**src/rtl/mvu_pkg.sv**
```systemverilog
package mvu_pkg;
  localparam logic [2:0] OPD_CMP    = 3'd0;
  localparam logic [2:0] OPD_MSK1   = 3'd1;
  localparam logic [2:0] OPD_MSK2   = 3'd2;
  localparam logic [2:0] OPD_EXT    = 3'd3;
  localparam logic [2:0] OPD_MEM_AR = 3'd4;
  localparam logic [2:0] OPD_MEM_AT = 3'd5;

  localparam logic [1:0] STEP_INC = 2'b01;
  localparam logic [1:0] STEP_DEC = 2'b10;

  typedef struct packed {
    logic nop;
    logic src_mem;
    logic dst_mem;
    logic explicit_addr;
    logic use_mask;
    logic pick_m1;
    logic pick_m2;
  } mvu_dec_t;

  function automatic logic is_array(input logic [2:0] code);
    return (code == OPD_MEM_AR) || (code == OPD_MEM_AT);
  endfunction
endpackage

```
**src/rtl/mvu_decode.sv**
```systemverilog
module mvu_decode
  import mvu_pkg::*;
(
  input  logic [2:0] src,
  input  logic [2:0] dst,
  input  logic [1:0] msel,
  output mvu_dec_t   dec
);
  logic src_ok, dst_ok, s_mem, d_mem;

  always_comb begin
    src_ok = (src <= OPD_MEM_AT);
    dst_ok = (dst <= OPD_MEM_AT) && (dst != OPD_EXT);
    s_mem  = is_array(src);
    d_mem  = is_array(dst);

    dec.src_mem       = s_mem;
    dec.dst_mem       = d_mem;
    dec.nop           = !src_ok || !dst_ok || (src == dst) || (s_mem && d_mem);
    dec.explicit_addr = (src == OPD_MEM_AT) || (dst == OPD_MEM_AT);
    dec.use_mask      = (s_mem && dst == OPD_CMP) || (src == OPD_CMP && d_mem);
    dec.pick_m1       = (msel == 2'b01);
    dec.pick_m2       = (msel == 2'b10);
  end
endmodule

```
**src/rtl/mvu_mem.sv**
```systemverilog
module mvu_mem #(
  parameter  int DATA_W = 64,
  parameter  int DEPTH  = 16,
  localparam int AW     = $clog2(DEPTH)
) (
  input  logic              clk,
  input  logic              rst,
  input  logic              we,
  input  logic [AW-1:0]     waddr,
  input  logic [DATA_W-1:0] wdata,
  input  logic              set_valid,
  input  logic [AW-1:0]     op_addr,
  output logic [DATA_W-1:0] op_data,
  input  logic [AW-1:0]     obs_addr,
  output logic [DATA_W-1:0] obs_data,
  output logic              obs_valid
);
  logic [DATA_W-1:0] words [DEPTH];
  logic              flags [DEPTH];

  for (genvar i = 0; i < DEPTH; i++) begin : g_word
    logic [DATA_W-1:0] w_q;
    logic              v_q;
    always_ff @(posedge clk) begin
      if (rst) begin
        w_q <= '0;
        v_q <= 1'b0;
      end else if (we && waddr == AW'(i)) begin
        w_q <= wdata;
        if (set_valid) v_q <= 1'b1;
      end
    end
    assign words[i] = w_q;
    assign flags[i] = v_q;
  end

  assign op_data   = words[op_addr];
  assign obs_data  = words[obs_addr];
  assign obs_valid = flags[obs_addr];
endmodule

```
**src/rtl/mvu_addr.sv**
```systemverilog
module mvu_addr
  import mvu_pkg::*;
#(
  parameter  int DEPTH = 16,
  localparam int AW    = $clog2(DEPTH)
) (
  input  logic          clk,
  input  logic          rst,
  input  logic          upd,
  input  logic [AW-1:0] base,
  input  logic [1:0]    step,
  output logic [AW-1:0] ar
);
  localparam logic [AW-1:0] TOP = AW'(DEPTH - 1);
  logic [AW-1:0] nxt;

  always_comb begin
    unique case (step)
      STEP_INC: nxt = (base == TOP) ? '0 : base + AW'(1);
      STEP_DEC: nxt = (base == '0) ? TOP : base - AW'(1);
      default:  nxt = base;
    endcase
  end

  always_ff @(posedge clk) begin
    if (rst)      ar <= '0;
    else if (upd) ar <= nxt;
  end
endmodule

```
**src/rtl/mvu_move_unit.sv**
```systemverilog
module mvu_move_unit
  import mvu_pkg::*;
#(
  parameter  int DATA_W = 64,
  parameter  int DEPTH  = 16,
  localparam int AW     = $clog2(DEPTH)
) (
  input  logic              clk,
  input  logic              rst,
  input  logic              req_valid,
  output logic              req_ready,
  input  logic [2:0]        req_src,
  input  logic [2:0]        req_dst,
  input  logic [1:0]        req_msel,
  input  logic              req_set_valid,
  input  logic [AW-1:0]     req_addr,
  input  logic [DATA_W-1:0] req_data,
  input  logic [1:0]        ar_step,
  output logic              done,
  output logic [DATA_W-1:0] cmp_q,
  output logic [DATA_W-1:0] mask1_q,
  output logic [DATA_W-1:0] mask2_q,
  output logic [AW-1:0]     ar_q,
  input  logic [AW-1:0]     rd_addr,
  output logic [DATA_W-1:0] rd_data,
  output logic              rd_valid
);
  mvu_dec_t          dec;
  logic              take, commit;
  logic [AW-1:0]     eff_addr;
  logic [DATA_W-1:0] arr_word, src_word, old_word, wmask, new_word;

  mvu_decode u_dec (.src(req_src), .dst(req_dst), .msel(req_msel), .dec(dec));

  assign take     = req_valid && req_ready;
  assign commit   = take && !dec.nop;
  assign eff_addr = dec.explicit_addr ? req_addr : ar_q;

  always_comb begin
    unique case (req_src)
      OPD_CMP:  src_word = cmp_q;
      OPD_MSK1: src_word = mask1_q;
      OPD_MSK2: src_word = mask2_q;
      OPD_EXT:  src_word = req_data;
      default:  src_word = arr_word;
    endcase
    unique case (req_dst)
      OPD_CMP:  old_word = cmp_q;
      OPD_MSK1: old_word = mask1_q;
      OPD_MSK2: old_word = mask2_q;
      default:  old_word = arr_word;
    endcase
    if (!dec.use_mask)   wmask = '0;
    else if (dec.pick_m1) wmask = mask1_q;
    else if (dec.pick_m2) wmask = mask2_q;
    else                  wmask = '0;
    new_word = (old_word & wmask) | (src_word & ~wmask);
  end

  always_ff @(posedge clk) begin
    if (rst) begin
      req_ready <= 1'b0;
      done      <= 1'b0;
      cmp_q     <= '0;
      mask1_q   <= '0;
      mask2_q   <= '0;
    end else begin
      req_ready <= 1'b1;
      done      <= take;
      if (commit && req_dst == OPD_CMP)  cmp_q   <= new_word;
      if (commit && req_dst == OPD_MSK1) mask1_q <= new_word;
      if (commit && req_dst == OPD_MSK2) mask2_q <= new_word;
    end
  end

  mvu_mem #(.DATA_W(DATA_W), .DEPTH(DEPTH)) u_mem (
    .clk(clk), .rst(rst),
    .we(commit && dec.dst_mem), .waddr(eff_addr), .wdata(new_word),
    .set_valid(req_set_valid),
    .op_addr(eff_addr), .op_data(arr_word),
    .obs_addr(rd_addr), .obs_data(rd_data), .obs_valid(rd_valid)
  );

  mvu_addr #(.DEPTH(DEPTH)) u_ar (
    .clk(clk), .rst(rst),
    .upd(commit && (dec.src_mem || dec.dst_mem)),
    .base(eff_addr), .step(ar_step), .ar(ar_q)
  );
endmodule

```
**config.mk**
```make
export PLATFORM = sky130hd
export DESIGN_NAME = mvu_move_unit
export DESIGN_NICKNAME = d
export VERILOG_FILES = /design/src/rtl/mvu_pkg.sv /design/src/rtl/mvu_decode.sv /design/src/rtl/mvu_mem.sv /design/src/rtl/mvu_addr.sv /design/src/rtl/mvu_move_unit.sv
export SDC_FILE = /design/constraint.sdc
export NUM_CORES = 2
export LEC_CHECK = 0
export ABC_AREA = 0
export ABC_CLOCK_PERIOD_IN_PS = 7000
export CORE_ASPECT_RATIO = 0.6
export CORE_MARGIN = 2
export CORE_UTILIZATION = 40
export DETAILED_ROUTE_END_ITERATION = 10
export DONT_BUFFER_PORTS = 1
export GPL_TIMING_DRIVEN = 1
export HOLD_SLACK_MARGIN = 0.08
export SYNTH_ARGS = -nofsm -noshare
export SYNTH_HDL_FRONTEND = slang
export SYNTH_SLANG_ARGS = --single-unit
```
**constraint.sdc**
```tcl
create_clock -name clk -period 7 [get_ports clk]
set_clock_uncertainty 0.05 [all_clocks]
set_input_delay 0.7 -clock clk [delete_from_list [all_inputs] [get_ports clk]]
set_output_delay 0.7 -clock clk [all_outputs]
set_load 0.03 [all_outputs]
```
Word level (Yosys, flattened, before mapping):

Index checks and enable logic that the tools add are counted.

* register bits after elaboration: 1238
* bits of input ports: 86
* word-level logic and storage cells: 156

* add/sub/neg operators: 2
* $lt $le $gt $ge: 4
* equality and inequality tests: 30
* multiplexer cells: 19
* bitwise logic cells: 6
* reductions and logical operators: 57

Operator list (number)
* $bmux 64 s4: 2
* $mux 64: 7
* $pmux 64 s4: 1
* $pmux 64 s3: 1
* $and 64x64->64: 2
* $not 64->64: 1
* $or 64x64->64: 1
* $eq 4x4->1 const B: 8
* $reduce_and 2->1: 16
* $logic_and 1x1->1: 27
* $eq 4x3->1 const B: 4
* $eq 3x3->1 const B: 4
* $mux 4: 3
* $ge 5x5->1 const B: 2
* $not 4->5: 2
* $eq 3x2->1 const B: 3
* $eq 4x2->1 const B: 2
* $logic_or 1x1->1: 8
* $pmux 4 s2: 1
* $eq 3x1->1 const B: 2
* $le 3x3->1 const B: 2
* $logic_not 3->1: 2
* $add 4x1->4 const B: 1
* $bmux 1 s4: 1
* 9 further kinds: 15

Longest topological paths before layout:

* word-level depth: 11
* gate-level depth with buffers: 14

By module:

From an unflattened synthesis, not the netlist that was laid out.

* cells, all modules: 7275
* area total of the unflattened synthesis: 67928.9 um2

Modules (own cells, without submodules)
* mvu_mem: times used 1, cells each 5943, area each 54466.0 um2
* mvu_move_unit: times used 1, cells each 1264, area each 12979.9 um2
* mvu_addr: times used 1, cells each 49, area each 367.9 um2
* mvu_decode: times used 1, cells each 19, area each 115.1 um2

Worst setup path before layout:

No wires, ideal clock.

* kind: input -> output
* from: input port rd_addr[0]
* to: output port rd_data[12]
* arrival: 2.863 ns
* data required time: 6.250 ns
* slack: 3.387 ns
* stages on the path: 5
* buffers on the path: 3
* path through: clkbuf_1 -> clkbuf_1 -> buf_1 -> mux4_2 -> mux4_2

* cells in the longest elaborated chain, start to end: 4

RTL lines
* start, declared: line mvu_move_unit.sv:24 `input logic [AW-1:0] rd_addr,`
* $not 4->5 (implied by the code): line mvu_mem.sv:38 `assign obs_data = words[obs_addr];`
* $bmux 64 s4: line mvu_mem.sv:38
* $mux 64 (implied by the code) (2 in a row): line mvu_mem.sv:38
* end, declared: line mvu_move_unit.sv:25 `output logic [DATA_W-1:0] rd_data,`

No other way between the ends. The select of a mux whose other input is x is not followed.

Final worst setup path:

* from: register u_ar.ar[0]
* to: register u_mem.g_word[4].w_q[32]

* cells in the longest elaborated chain, start to end: 8
* elaborated cells on any way between the ends: 12
* classes of those cells: eq/ne: 1; mux: 6; bitwise: 4; reduce/logical: 1

RTL lines
* start, declared: line mvu_addr.sv:12 `output logic [AW-1:0] ar`
* start signal, assigned: line mvu_addr.sv:27 `else if (upd) ar <= nxt;`
* $mux 4 (*): line mvu_move_unit.sv:37 `assign eff_addr = dec.explicit_addr ? req_addr : ar_q;`
* $not 4->5 (implied by the code): line mvu_mem.sv:37 `assign op_data = words[op_addr];`
* $bmux 64 s4: line mvu_mem.sv:37
* $mux 64 (implied by the code) (2 in a row): line mvu_mem.sv:37
* $pmux 64 s4 / $pmux 64 s3 (equally long branches): line mvu_move_unit.sv:40, mvu_move_unit.sv:47
* $and 64x64->64: line mvu_move_unit.sv:57 `new_word = (old_word & wmask) | (src_word & ~wmask);`
* $or 64x64->64: line mvu_move_unit.sv:57
* end signal, assigned: line mvu_mem.sv:29 `w_q <= wdata;`
* end, declared: line mvu_mem.sv:22 `logic [DATA_W-1:0] w_q;`

Mark *: on every way between the ends. The rest lies on a longest branch, timed or not. The select of a mux whose other input is x is not followed.
A chain may end at the register's enable or synchronous reset.

==> impl_metrics.env <==
export IMPL_outcome="complete, but fails checks"
export IMPL_violations="max-capacitance violations, max-slew violations"
export IMPL_endpoint_kind="flip-flop"
export IMPL_grt_pass1_vias=48460
export IMPL_synth_edf_count=0
export IMPL_rows=110
export IMPL_cts_tree="built"
export IMPL_fin_crit_sh_pct=72.65
export IMPL_setup_viol=0
export IMPL_cts_setup_buffers=0
export IMPL_path_class="flip-flop to flip-flop"
export IMPL_synth_nets=5390
export IMPL_dr_pass1_iters=6
export IMPL_grt_max_degree=261
export IMPL_grt_pass1_wl_um=375400
export IMPL_gr_usage_all_layers_pct=33.38
export IMPL_hold_depth=2
export IMPL_core_area_um2=149600
export IMPL_clock_latency_ns=0.76
export IMPL_drtIter0Drc=8024
export IMPL_synth_seq_cells=1238
export IMPL_fill_cells=13720
export IMPL_numPortBuffers=0
export IMPL_postSynthCellCount=5297
export IMPL_rsz0062_at_grt="no"
export IMPL_ant_nets=0
export IMPL_worst_slew_pin_slew_ns=1.504
export IMPL_initial_core_util_pct=40.22
export IMPL_cap_violations=1
export IMPL_vias=51880
export IMPL_avgRoutedWirePerCell_um=37.81
export IMPL_final_max_slew_violation_count=15
export IMPL_antenna_found_initial=16
export IMPL_gr_total_overflow=0
export IMPL_reg2reg_depth=11
export IMPL_place_congestion=0.8811
export IMPL_power_density_nw_per_um2=227.9
export IMPL_multi_input_area_um2=33330
export IMPL_cp_start_kind="flip-flop"
export IMPL_ff2ff_setup_slack_ns=1.91
export IMPL_die_area_um2=153700
export IMPL_avgSynthCellArea_um2=11.36
export IMPL_relSlewSlack_pct=-0.3915
export IMPL_hold_class="primary input to flip-flop"
export IMPL_r2r_end="u_mem.g_word[4].w_q[32]$_SDFFE_PP0P_"
export IMPL_cp_startpoint="u_ar.ar[0]$_SDFFE_PP0P_"
export IMPL_p_leak_uw=0.02325
export IMPL_die_h_um=304.4
export IMPL_syn_area_um2=60180
export IMPL_tns_ns=0
export IMPL_clock_fmax_ghz=0.1966
export IMPL_path_delay_family="buffers and inverters"
export IMPL_arrival_ns=5.73
export IMPL_synth_cell_types=62
export IMPL_drc=0
export IMPL_htreeDepth=3
export IMPL_clkTransAtPathRegs_ns=0.07
export IMPL_post_route_util_pct=44.22
export IMPL_critPathMaxFanout=34
export IMPL_min_to="done$_SDFF_PP0_"
export IMPL_crit_chain="and3_1, buf_4, nor2_4, buf_4, buf_4, ha_1, nand2_1, nor3_4, buf_4, buf_4, a22o_1"
export IMPL_ctsLongestPathBuffers=3
export IMPL_yosysWarnings=0
export IMPL_numCtsBuffers=117
export IMPL_cpMaxStageDelayCell="buf_4"
export IMPL_drive_above_1_share_pct=19.71
export IMPL_vias_per_cell=7.317
export IMPL_async_flop_share_pct=0
export IMPL_ios=349
export IMPL_crit_path_max_incr_delay_ns=0.71
export IMPL_synth_ff_type="dfxtp_1"
export IMPL_seq_area_um2=24780
export IMPL_timing_rr_start="u_ar.ar[0]$_SDFFE_PP0P_"
export IMPL_dp_hpwl_um=151500
export IMPL_fin_crit_ns=5.086
export IMPL_worst_ep_required_time_ns=7.64
export IMPL_worstHoldStart="req_valid"
export IMPL_cp_common_cell="buf_4"
export IMPL_hold_viol_final=0
export IMPL_seq_area_frac_synth_pct=41.18
export IMPL_crit_buf_inv=5
export IMPL_cts_root_buf="clkbuf_16"
export IMPL_area_delta_synth_final_pct=9.936
export IMPL_clock_sinks=1238
export IMPL_final_nets=5066
export IMPL_die_width_um=504.7
export IMPL_wl_um=268000
export IMPL_peakVddDrop_mv=0.2366
## final cells by class
class / count / area share (%)
Antenna cell: 5 / 0.01891
Clock buffer: 160 / 5.082
Clock inverter: 55 / 0.9721
Inverter: 37 / 0.2251
Multi-Input combinational cell: 3428 / 50.38
Sequential cell: 1238 / 37.46
Tap cell: 2016 / 3.813
Timing Repair Buffer: 151 / 2.046
## synthesized netlist by cell type, types with 4 or more instances
cell type | instances | area [um^2]
o21ai_0 | 86 | 430.4
a21boi_0 | 23 | 172.7
buf_1 | 51 | 191.4
a21o_1 | 15 | 112.6
mux4_2 | 422 | 9504
o22ai_2 | 12 | 150.1
o22ai_1 | 140 | 875.8
nor4_1 | 26 | 162.7
a22o_1 | 1263 | 11060
ha_1 | 7 | 87.58
a222oi_1 | 19 | 190.2
nand2b_1 | 67 | 419.2
nor2_1 | 78 | 292.8
nand2_1 | 330 | 1239
a2111o_1 | 5 | 56.30
a22oi_1 | 18 | 135.1
a31oi_1 | 39 | 244.0
o2111ai_1 | 7 | 61.31
clkbuf_1 | 429 | 1610
buf_2 | 104 | 520.5
o21bai_1 | 44 | 330.3
and2_1 | 5 | 31.28
and3_1 | 10 | 62.56
nand3_1 | 31 | 155.2
dfxtp_1 | 1238 | 24780
o41a_1 | 26 | 292.8
nor3_1 | 8 | 40.04
o21a_1 | 4 | 30.03
nor2b_1 | 20 | 125.1
a21oi_1 | 128 | 640.6
o22a_1 | 18 | 157.7
or2_2 | 15 | 93.84
o221ai_1 | 22 | 192.7
mux2_2 | 126 | 1419
buf_4 | 8 | 60.06
nor3_2 | 16 | 160.2
a221oi_1 | 33 | 289.0
mux2i_1 | 329 | 3293
inv_1 | 34 | 127.6
## power breakdown
part           switching (uW)  internal (uW)
Sequential               27.8           7050
Clock                    3010           3830
Combinational             831            328
## sequential cells by signal, summed over array words and instances (netlist names)
register	flops
cmp_q	64
done	1
mask1_q	64
mask2_q	64
req_ready	1
u_ar.ar	4
u_mem.g_word.v_q	16
u_mem.g_word.w_q	1024
## worst max path at each step
stage	endpoint	slack (ns)	depth (start not counted)
detailed placement	u_mem.g_word[6].w_q[7]$_SDFFE_PP0P_	1.67	11
global placement	u_mem.g_word[4].w_q[19]$_SDFFE_PP0P_	1.76	12
CTS	mask1_q[55]$_SDFFE_PP0P_	2.05	11
finish	u_mem.g_word[4].w_q[32]$_SDFFE_PP0P_	1.91	11
global route	mask1_q[53]$_SDFFE_PP0P_	1.81	11
floorplan	rd_data[12]	3.39	5
## cells by family (layout without fill, tap and decap cells)
group / after synthesis / count (layout) / share of synthesized area (%)
AOI/OAI and AO/OA: 1920 / 1920 / 25.89
DFF: 1238 / 1238 / 41.18
muxes: 878 / 878 / 23.66
buffers and inverters: 631 / 403 / 4.227
and+or+nand+nor: 621 / 621 / 4.865
adders and majority gates: 7 / 7 / 0.1455
xor gates and xnor gates: 2 / 2 / 0.02911
other: 0 / 5 / 0
## layout by cell type (no fill, tap or decap), types with 36 or more instances in the layout
cell type | netlist | final
mux2i_1 | 329 | 325
o21bai_1 | 44 | 44
nand2b_1 | 67 | 66
nand2_1 | 330 | 326
a21oi_1 | 128 | 111
buf_4 | 8 | 131
o21ai_0 | 86 | 86
o22ai_1 | 140 | 140
a31oi_1 | 39 | 36
clkbuf_16 | 0 | 119
mux4_2 | 422 | 422
dfxtp_1 | 1238 | 1238
nor2_1 | 78 | 75
mux2_2 | 126 | 125
a22o_1 | 1263 | 1263
## timing repair
item | CTS | global route
hold endpoints to repair | 21 | 0
hold buffers | 3 | 0
gates resized for setup | 0 | 0
## metal layers
layer	GRT usage, %	routed length [um]	vias to the layer above
met1	46.50	107200	26340
met4	13.88	13360	8
met3	12.04	39040	755
met2	46.39	108400	4308
li1	-	-	20470
met5	0	52	-
## stage by stage
| step | power [uW] | hold slack, ns | instances | setup slack [ns] | instance area, um^2 |
|---|---|---|---|---|---|
| final | 15080 | 0.2289 | 7090 | 1.914 | 66160 |
| after global routing | 15370 | 0.2103 | 7088 | 1.812 | 66150 |
| after CTS | 15020 | 0.1954 | 7085 | 2.054 | 66140 |
| after detailed placement | 8333 | 0.4059 | 6867 | 1.673 | 62110 |
| after global placement | 8330 | 0.3951 | 6867 | 1.762 | 62110 |
| after floorplan | 8006 | 0.3815 | 5297 | 3.387 | 60180 |
(Power assumes the default switching activity.)
